$ cat src/rtl/dmairq_pkg.sv
package dmairq_pkg;
  localparam int REG_W      = 32;
  localparam int ERR_KINDS  = 4;
  localparam int WORDS      = 8;
  localparam int WIX_W      = 3;
  localparam int CTRL_EN    = 0;
  localparam int CTRL_SRST  = 1;
  localparam int BTO_EN_BIT = 15;
  localparam int BTO_CNT_W  = 15;

  // Word index = byte offset / 4; the error words follow one another
  // in the order burst timeout, request timeout, transfer error, overflow.
  typedef enum logic [WIX_W-1:0] {
    WIX_CTRL  = 3'd0,
    WIX_STAT  = 3'd1,
    WIX_MASK  = 3'd2,
    WIX_ERR0  = 3'd3,
    WIX_ERR1  = 3'd4,
    WIX_ERR2  = 3'd5,
    WIX_ERR3  = 3'd6,
    WIX_BTO   = 3'd7
  } word_ix_e;
endpackage

$ cat src/rtl/dmairq_bus_decode.sv
module dmairq_bus_decode
  import dmairq_pkg::*;
#(
  parameter int ADDR_W = 8
) (
  input  logic              reg_en,
  input  logic              reg_we,
  input  logic [ADDR_W-1:0] reg_addr,
  output logic [WORDS-1:0]  wr_stb,
  output logic              rd_hit,
  output word_ix_e          rd_ix
);
  localparam int LO = 2;
  localparam int HI = LO + WIX_W;

  logic in_window;

  generate
    if (ADDR_W > HI) begin : g_upper
      assign in_window = (reg_addr[ADDR_W-1:HI] == '0);
    end else begin : g_noupper
      assign in_window = 1'b1;
    end
  endgenerate

  assign rd_ix  = word_ix_e'(reg_addr[HI-1:LO]);
  assign rd_hit = reg_en && in_window;

  generate
    for (genvar w = 0; w < WORDS; w++) begin : g_stb
      assign wr_stb[w] = reg_en && reg_we && in_window && (reg_addr[HI-1:LO] == WIX_W'(w));
    end
  endgenerate
endmodule

$ cat src/rtl/dmairq_w1c_bank.sv
module dmairq_w1c_bank #(
  parameter int NCH = 16
) (
  input  logic           clk,
  input  logic           rst_n,
  input  logic           srst,
  input  logic [NCH-1:0] set_i,
  input  logic           clr_stb,
  input  logic [NCH-1:0] clr_bits,
  output logic [NCH-1:0] q
);
  logic [NCH-1:0] clr_eff;

  assign clr_eff = clr_stb ? clr_bits : '0;

  // Soft reset dominates; otherwise a set beats a same-cycle clear.
  always_ff @(posedge clk or negedge rst_n) begin
    if (!rst_n)    q <= '0;
    else if (srst) q <= '0;
    else           q <= (q & ~clr_eff) | set_i;
  end
endmodule

$ cat src/rtl/dmairq_cfg_regs.sv
module dmairq_cfg_regs
  import dmairq_pkg::*;
#(
  parameter int NCH = 16
) (
  input  logic                 clk,
  input  logic                 rst_n,
  input  logic [REG_W-1:0]     wdata,
  input  logic                 wr_ctrl,
  input  logic                 wr_mask,
  input  logic                 wr_bto,
  output logic                 dma_en,
  output logic                 srst,
  output logic [NCH-1:0]       mask_q,
  output logic                 bto_en,
  output logic [BTO_CNT_W-1:0] bto_cnt
);
  always_ff @(posedge clk or negedge rst_n) begin
    if (!rst_n) begin
      dma_en <= 1'b0;
      srst   <= 1'b0;
    end else begin
      if (wr_ctrl) dma_en <= wdata[CTRL_EN];
      srst <= wr_ctrl && wdata[CTRL_SRST] && !srst;
    end
  end

  always_ff @(posedge clk or negedge rst_n) begin
    if (!rst_n)       mask_q <= '1;
    else if (srst)    mask_q <= '1;
    else if (wr_mask) mask_q <= wdata[NCH-1:0];
  end

  always_ff @(posedge clk or negedge rst_n) begin
    if (!rst_n) begin
      bto_en  <= 1'b0;
      bto_cnt <= '0;
    end else if (wr_bto) begin
      bto_en  <= wdata[BTO_EN_BIT];
      bto_cnt <= wdata[BTO_CNT_W-1:0];
    end
  end
endmodule

$ cat src/rtl/dma_irq_status_unit.sv
module dma_irq_status_unit
  import dmairq_pkg::*;
#(
  parameter int NCH    = 16,
  parameter int ADDR_W = 8
) (
  input  logic                 clk,
  input  logic                 rst_n,
  input  logic                 reg_en,
  input  logic                 reg_we,
  input  logic [ADDR_W-1:0]    reg_addr,
  input  logic [31:0]          reg_wdata,
  output logic [31:0]          reg_rdata,
  input  logic [NCH-1:0]       done_evt,
  input  logic [NCH-1:0]       burst_to_evt,
  input  logic [NCH-1:0]       req_to_evt,
  input  logic [NCH-1:0]       xfer_err_evt,
  input  logic [NCH-1:0]       buf_ovf_evt,
  output logic                 dma_enable,
  output logic                 burst_to_enable,
  output logic [14:0]          burst_to_count,
  output logic                 irq_done,
  output logic                 irq_err
);
  logic [WORDS-1:0]               wr_stb;
  logic                           rd_hit;
  word_ix_e                       rd_ix;
  logic                           srst;
  logic [NCH-1:0]                 mask_q;
  logic [NCH-1:0]                 stat_q;
  logic [NCH-1:0]                 stat_set;
  logic [ERR_KINDS-1:0][NCH-1:0]  err_set;
  logic [ERR_KINDS-1:0][NCH-1:0]  err_q;
  logic [ERR_KINDS-1:0]           err_pend;

  dmairq_bus_decode #(.ADDR_W(ADDR_W)) u_dec (
    .reg_en   (reg_en),
    .reg_we   (reg_we),
    .reg_addr (reg_addr),
    .wr_stb   (wr_stb),
    .rd_hit   (rd_hit),
    .rd_ix    (rd_ix)
  );

  dmairq_cfg_regs #(.NCH(NCH)) u_cfg (
    .clk     (clk),
    .rst_n   (rst_n),
    .wdata   (reg_wdata),
    .wr_ctrl (wr_stb[WIX_CTRL]),
    .wr_mask (wr_stb[WIX_MASK]),
    .wr_bto  (wr_stb[WIX_BTO]),
    .dma_en  (dma_enable),
    .srst    (srst),
    .mask_q  (mask_q),
    .bto_en  (burst_to_enable),
    .bto_cnt (burst_to_count)
  );

  assign err_set[0] = burst_to_evt;
  assign err_set[1] = req_to_evt;
  assign err_set[2] = xfer_err_evt;
  assign err_set[3] = buf_ovf_evt;

  generate
    for (genvar k = 0; k < ERR_KINDS; k++) begin : g_err
      dmairq_w1c_bank #(.NCH(NCH)) u_bank (
        .clk      (clk),
        .rst_n    (rst_n),
        .srst     (srst),
        .set_i    (err_set[k]),
        .clr_stb  (wr_stb[int'(WIX_ERR0) + k]),
        .clr_bits (reg_wdata[NCH-1:0]),
        .q        (err_q[k])
      );
      assign err_pend[k] = |err_q[k];
    end
  endgenerate

  always_comb begin
    stat_set = done_evt;
    for (int k = 0; k < ERR_KINDS; k++) stat_set = stat_set | err_set[k];
  end

  dmairq_w1c_bank #(.NCH(NCH)) u_stat (
    .clk      (clk),
    .rst_n    (rst_n),
    .srst     (srst),
    .set_i    (stat_set),
    .clr_stb  (wr_stb[WIX_STAT]),
    .clr_bits (reg_wdata[NCH-1:0]),
    .q        (stat_q)
  );

  assign irq_done = |(stat_q & ~mask_q);
  assign irq_err  = |err_pend;

  always_comb begin
    reg_rdata = '0;
    if (rd_hit) begin
      unique case (rd_ix)
        WIX_CTRL: begin
          reg_rdata[CTRL_EN]   = dma_enable;
          reg_rdata[CTRL_SRST] = srst;
        end
        WIX_STAT: reg_rdata[NCH-1:0] = stat_q;
        WIX_MASK: reg_rdata[NCH-1:0] = mask_q;
        WIX_ERR0: reg_rdata[NCH-1:0] = err_q[0];
        WIX_ERR1: reg_rdata[NCH-1:0] = err_q[1];
        WIX_ERR2: reg_rdata[NCH-1:0] = err_q[2];
        WIX_ERR3: reg_rdata[NCH-1:0] = err_q[3];
        WIX_BTO: begin
          reg_rdata[BTO_EN_BIT]       = burst_to_enable;
          reg_rdata[BTO_CNT_W-1:0]    = burst_to_count;
        end
        default: reg_rdata = '0;
      endcase
    end
  end
endmodule

$ cat config.mk
export PLATFORM = sky130hd
export DESIGN_NAME = dma_irq_status_unit
export DESIGN_NICKNAME = d
export VERILOG_FILES = /design/src/rtl/dmairq_pkg.sv /design/src/rtl/dmairq_bus_decode.sv /design/src/rtl/dmairq_w1c_bank.sv /design/src/rtl/dmairq_cfg_regs.sv /design/src/rtl/dma_irq_status_unit.sv
export SDC_FILE = /design/constraint.sdc
export NUM_CORES = 1
export LEC_CHECK = 0
export BUFFER_PORTS_ARGS = -buffer_cell sky130_fd_sc_hd__buf_2
export CORE_UTILIZATION = 53
export DETAILED_ROUTE_END_ITERATION = 12
export GPL_TIMING_DRIVEN = 0
export HOLD_SLACK_MARGIN = 0.1
export PLACE_DENSITY = 0.85
export SETUP_SLACK_MARGIN = 0.15
export SYNTH_ARGS = -nofsm -noshare
export SYNTH_HDL_FRONTEND = slang
export SYNTH_SLANG_ARGS = --single-unit
$ cat constraint.sdc
create_clock -name clk -period 1.7 [get_ports clk]
set_input_delay 0.085 -clock clk [delete_from_list [all_inputs] [get_ports clk]]
set_output_delay 0.085 -clock clk [all_outputs]
set_load 0.1 [all_outputs]
# After elaboration in Yosys (flattened, before gate mapping)
# Cells that the tools add are included.
[op_classes] n_eq_ne=7 muxes=15 bitwise=21 n_reduce_logical=19
[op_table] cell="$mux 16" n=13
[op_table] cell="$or 16x16->16" n=9
[op_table] cell="$pmux 14 s7" n=1
[op_table] cell="$and 16x16->16" n=6
[op_table] cell="$not 16->16" n=6
[op_table] cell="$reduce_or 64->1" n=1
[op_table] cell="$pmux 2 s8" n=1
[op_table] cell="$reduce_or 16->1" n=1
[op_table] cell="$logic_and 1x1->1" n=13
[op_table] cell="$eq 3x3->1 const B" n=4
[op_table] cell="$eq 3x2->1 const B" n=2
[op_table] cell="$logic_not 3->1" n=2
[op_table] cell="$eq 3x1->1 const B" n=1
[op_table] cell="$reduce_bool 2->1" n=1
[op_table] cell="$logic_not 1->1" n=1
[word_totals] regBits=114 input_bits=124 wordCells=72

# Logic depth before layout (Yosys ltp)
[logic_depth] depth_word=8 mapped_depth=7

# Cells and area by module
# From an unflattened synthesis, not the netlist that was laid out.
[hier_totals] hier_cells=689 hier_area_um2=7056.8
[by_module_without_submodules] mod="dmairq_w1c_bank" instances=5 cells_per_inst=68 area_per_inst_um2=778.2
[by_module_without_submodules] mod="dma_irq_status_unit" instances=1 cells_per_inst=239 area_per_inst_um2=1667.8
[by_module_without_submodules] mod="dmairq_cfg_regs" instances=1 cells_per_inst=92 area_per_inst_um2=1365.1
[by_module_without_submodules] mod="dmairq_bus_decode" instances=1 cells_per_inst=18 area_per_inst_um2=132.6

# Worst setup path after synthesis
# OpenSTA, ideal clock, no wires.
[synth_timing] kind="reg-to-output" start="register u_cfg.bto_cnt[1]" end="output port reg_rdata[1]" arrival_ns=3.443 required_ns=1.615 path_slack_ns=-1.828 path_stages_with_launch=4 path_buffers=0 path_cell_list="dfrtp_1 > mux4_2 > a21oi_1 > nor3_1"
[synth_between] elab_chain_cells=2
[synth_rtl] element="from (decl)" line_no="dmairq_cfg_regs.sv:16" text="output logic [BTO_CNT_W-1:0] bto_cnt"
[synth_rtl] element="from (signal assigned)" line_no="dmairq_cfg_regs.sv:40" text="bto_cnt <= wdata[BTO_CNT_W-1:0];"
[synth_rtl] element="$pmux 2 s8" line_no="dma_irq_status_unit.sv:100" text="unique case (rd_ix)"
[synth_rtl] element="$mux 16" line_no="dma_irq_status_unit.sv:99" text="if (rd_hit) begin"
[synth_rtl] element="to (decl)" line_no="dma_irq_status_unit.sv:13" text="output logic [31:0] reg_rdata,"
# Every way passes these cells.

# Worst setup path in the final report
[layout_timing] start="register g_err[3].u_bank.q[7]" end="output port irq_err"
[layout_between] elab_chain_cells=1
[layout_rtl] element="from (decl)" line_no="dmairq_w1c_bank.sv:10" text="output logic [NCH-1:0] q"
[layout_rtl] element="from (signal assigned)" line_no="dmairq_w1c_bank.sv:20" text="else q <= (q & ~clr_eff) | set_i;"
[layout_rtl] element="$reduce_or 64->1" line_no="dma_irq_status_unit.sv:95" text="assign irq_err = |err_pend;"
[layout_rtl] element="to (decl)" line_no="dma_irq_status_unit.sv:23" text="output logic irq_err"
# Every way passes these cells.

==> impl_metrics.json <==
{
  "post-route-util": 0.893,
  "avgSynthCellArea_um2": 9.81,
  "grt_use_total": 0.525,
  "antenna_found_initial": 0,
  "insertion_delay_ps": 440,
  "fmax_mhz": 451,
  "synth_edf_count": 0,
  "p_per_area_nw_per_um2": 809,
  "ios": 175,
  "cts_max_path_buffers": 2,
  "synth.top_cells.by_area": "dfrtp_1, dfstp_2, mux2_2",
  "routed_wirelength_um": 32200,
  "hold_class": "input pin to asynchronous set/reset pin",
  "hpwlAfterDp_um": 18000,
  "ys_seq_area_frac": 0.460,
  "grt_pass1_wl_um": 47100,
  "criticalPathCategory": "flop to primary output",
  "avgRoutedWirePerCell_um": 29.4,
  "yosysWarnings": 0,
  "regArea_um2": 2930,
  "required_ps": 1620,
  "crit_chain": "nor4_4 -> nand4_1 -> or4_4 -> buf_12",
  "tritoncts": "built",
  "firstDrtPassIters": 6,
  "syn_area_um2": 6250,
  "slew_headroom": 0.273,
  "grt_pass1_vias": 8008,
  "p_total_mw": 8.28,
  "ant_nets": 0,
  "synthFlopType": "dfrtp_1",
  "numClockSinks": 114,
  "irDropWorstVdd_v": 0.000945,
  "p_clk_frac": 0.418,
  "fillCellCount": 496,
  "layout_common_cells": "buf_2, dlygate4sd3_1, dfrtp_1",
  "synth_top_cell_by_area": "dfrtp_1",
  "finalCritPeriodShare": 1.31,
  "switching_power_mw": 2.60,
  "critPathArrivalTime_ps": 2130,
  "setup_viol": 16,
  "cpMaxStageDelayCell": "or4_4",
  "multi_input_area_um2": 3800,
  "grt_max_degree": 81,
  "postSynthCellCount": 637,
  "rsz0062_at_grt": "true",
  "num_rows": 39,
  "skew_ps": 7.36,
  "vias": 7805,
  "cp_max_fo": 3,
  "core_region_area_um2": 11500,
  "drc": 0,
  "cts_buffers": 17,
  "worst_pin_slew_ps": 1090,
  "swShare": 0.314,
  "clk_pin_slew_worst_paths_ps": 50,
  "path_buf_inv": 1,
  "gp_congestion": 1.02,
  "overflow": 0,
  "start_kind": "flop",
  "start_util": 0.545,
  "status": "finished with violations",
  "dieArea_um2": 12200,
  "drt-initial-drc-count": 1218,
  "synthToLayoutAreaGrowth_pct": 63.8,
  "dieHeight_um": 111,
  "critPathMaxStageDelay_ps": 580,
  "drive_above_1_share": 0.442,
  "crit_family": "simple AND/OR/NAND/NOR gates",
  "sequentialPowerShare": 0.357,
  "violations": "setup timing",
  "via_per_inst": 7.13,
  "cts-root-buf": "clkbuf_16",
  "hold_viol": 0,
  "critPathCaptureType": "primary output",
  "port_buffers": 139,
  "antenna_cells": 0,
  "synthArstFlopShare": 1.00,
  "fin_crit_ps": 2220,
  "ys_types": 49,
  "layout_commonest_cell": "buf_2",
  "die_w_um": 111,
  "maxSlewViolCount": 0,
  "max_cap_violations": 0,
  "fin_ws_ps": -519,
  "comb_power_share": 0.225,
  "nets": 1063,
  "ys_ff_latch": 114,
  "htreeDepth": 4,
  "p_leak_nw": 4.23,
  "cell_internal_pwr_mw": 5.68,
  "synth_top_area_frac": 0.392
}
==> registers in the layout, summed over array words and instances, names as in the netlist <==
register        count
g_err.u_bank.q     64
u_cfg.bto_cnt      15
u_cfg.bto_en        1
u_cfg.dma_en        1
u_cfg.mask_q       16
u_cfg.srst          1
u_stat.q           16
==> stage by stage <==
stage | setup TNS, ps | cell area, um^2 | setup WS (ps) | instances | hold WS [ps]
final | -2530 | 10200 | -519 | 1095 | 115
after global routing | -3000 | 10200 | -534 | 1095 | 139
after CTS | -1970 | 10000 | -463 | 1088 | 117
after detailed placement | -44040 | 7630 | -634 | 935 | 9.50
after global placement | -128730 | 7600 | -1210 | 934 | 310
after floorplan | -706 | 6730 | -190 | 652 | -211
==> path summary, 6_finish.rpt <==
kind	startpoint	end	slack, ps	depth (start not counted)
setup / recovery	g_err[3].u_bank.q[7]	irq_err	-520	4
hold / removal	rst_n	u_cfg.bto_cnt[3]	110	2
setup reg to reg	u_cfg.srst	g_err[3].u_bank.q[13]	30	2
hold reg to reg	u_cfg.mask_q[14]	u_cfg.mask_q[14]	520	2
max in group asynchronous	rst_n	u_cfg.bto_cnt[12]	830	3
min in group clk	reg_addr[4]	u_cfg.mask_q[1]	130	4
==> per-layer routing <==
layer | global-route usage | up-vias | part of all wire
met2 | 0.801 | 859 | 0.45
met3 | 0.221 | 288 | 0.15
li1 | - | 2939 | -
met1 | 0.585 | 3717 | 0.31
met5 | 0 | - | 0.0012
met4 | 0.391 | 2 | 0.093
==> cell type report <==
| type | instances | share of cell area |
|---|---|---|
| well taps | 143 | 0.0175 |
| clock buffers | 27 | 0.0491 |
| plain buffers | 57 | 0.0462 |
| multi-input cells | 462 | 0.371 |
| clock inverters | 5 | 0.00513 |
| inverters | 19 | 0.00697 |
| repair buffers | 268 | 0.218 |
| flip-flops and latches | 114 | 0.286 |
==> power groups by stage <==
stage | clock, mW | combinational, mW | sequential (mW)
after floorplan | 0 | 0.704 | 3.21
after global placement | 0 | 1.37 | 2.98
after detailed placement | 0 | 1.40 | 2.98
after CTS | 3.39 | 1.72 | 2.94
after global routing | 3.57 | 1.90 | 2.96
final | 3.46 | 1.86 | 2.96
==> what timing repair did <==
action                                  in CTS  in global routing
setup buffers                               24                  7
hold buffers                                97                  0
pin swaps                                   28                 14
endpoints found under the setup margin      95                 78
resized for setup                          174                 50
hold endpoints to repair                   212                  0
==> kinds of logic (layout without fill, tap and decap cells) <==
logic type      after synthesis  count (layout)  share of synthesized area
compound gates              151             151                      0.166
buf+inv                      76             376                     0.0604
flops                       114             114                      0.460
mux                          47              47                     0.0965
other cells                   1              16                   0.000600
simple gates                248             248                      0.217
==> synth_stat cells, types with 8 or more instances <==
| cell type | count |
|---|---|
| a31oi_1 | 10 |
| nand2_1 | 42 |
| o211ai_1 | 9 |
| nor4_1 | 17 |
| a21oi_1 | 44 |
| dfrtp_1 | 98 |
| mux4_2 | 8 |
| a21boi_0 | 21 |
| buf_4 | 16 |
| nor2_1 | 55 |
| mux2i_1 | 13 |
| or4_1 | 17 |
| nor2b_1 | 8 |
| nor3_1 | 22 |
| a221oi_1 | 10 |
| nand3_1 | 48 |
| nor3b_1 | 18 |
| o31a_1 | 16 |
| o21a_1 | 16 |
| mux2_2 | 26 |
| inv_1 | 19 |
| clkbuf_1 | 28 |
| dfstp_2 | 16 |
(Power assumes the default switching activity.)
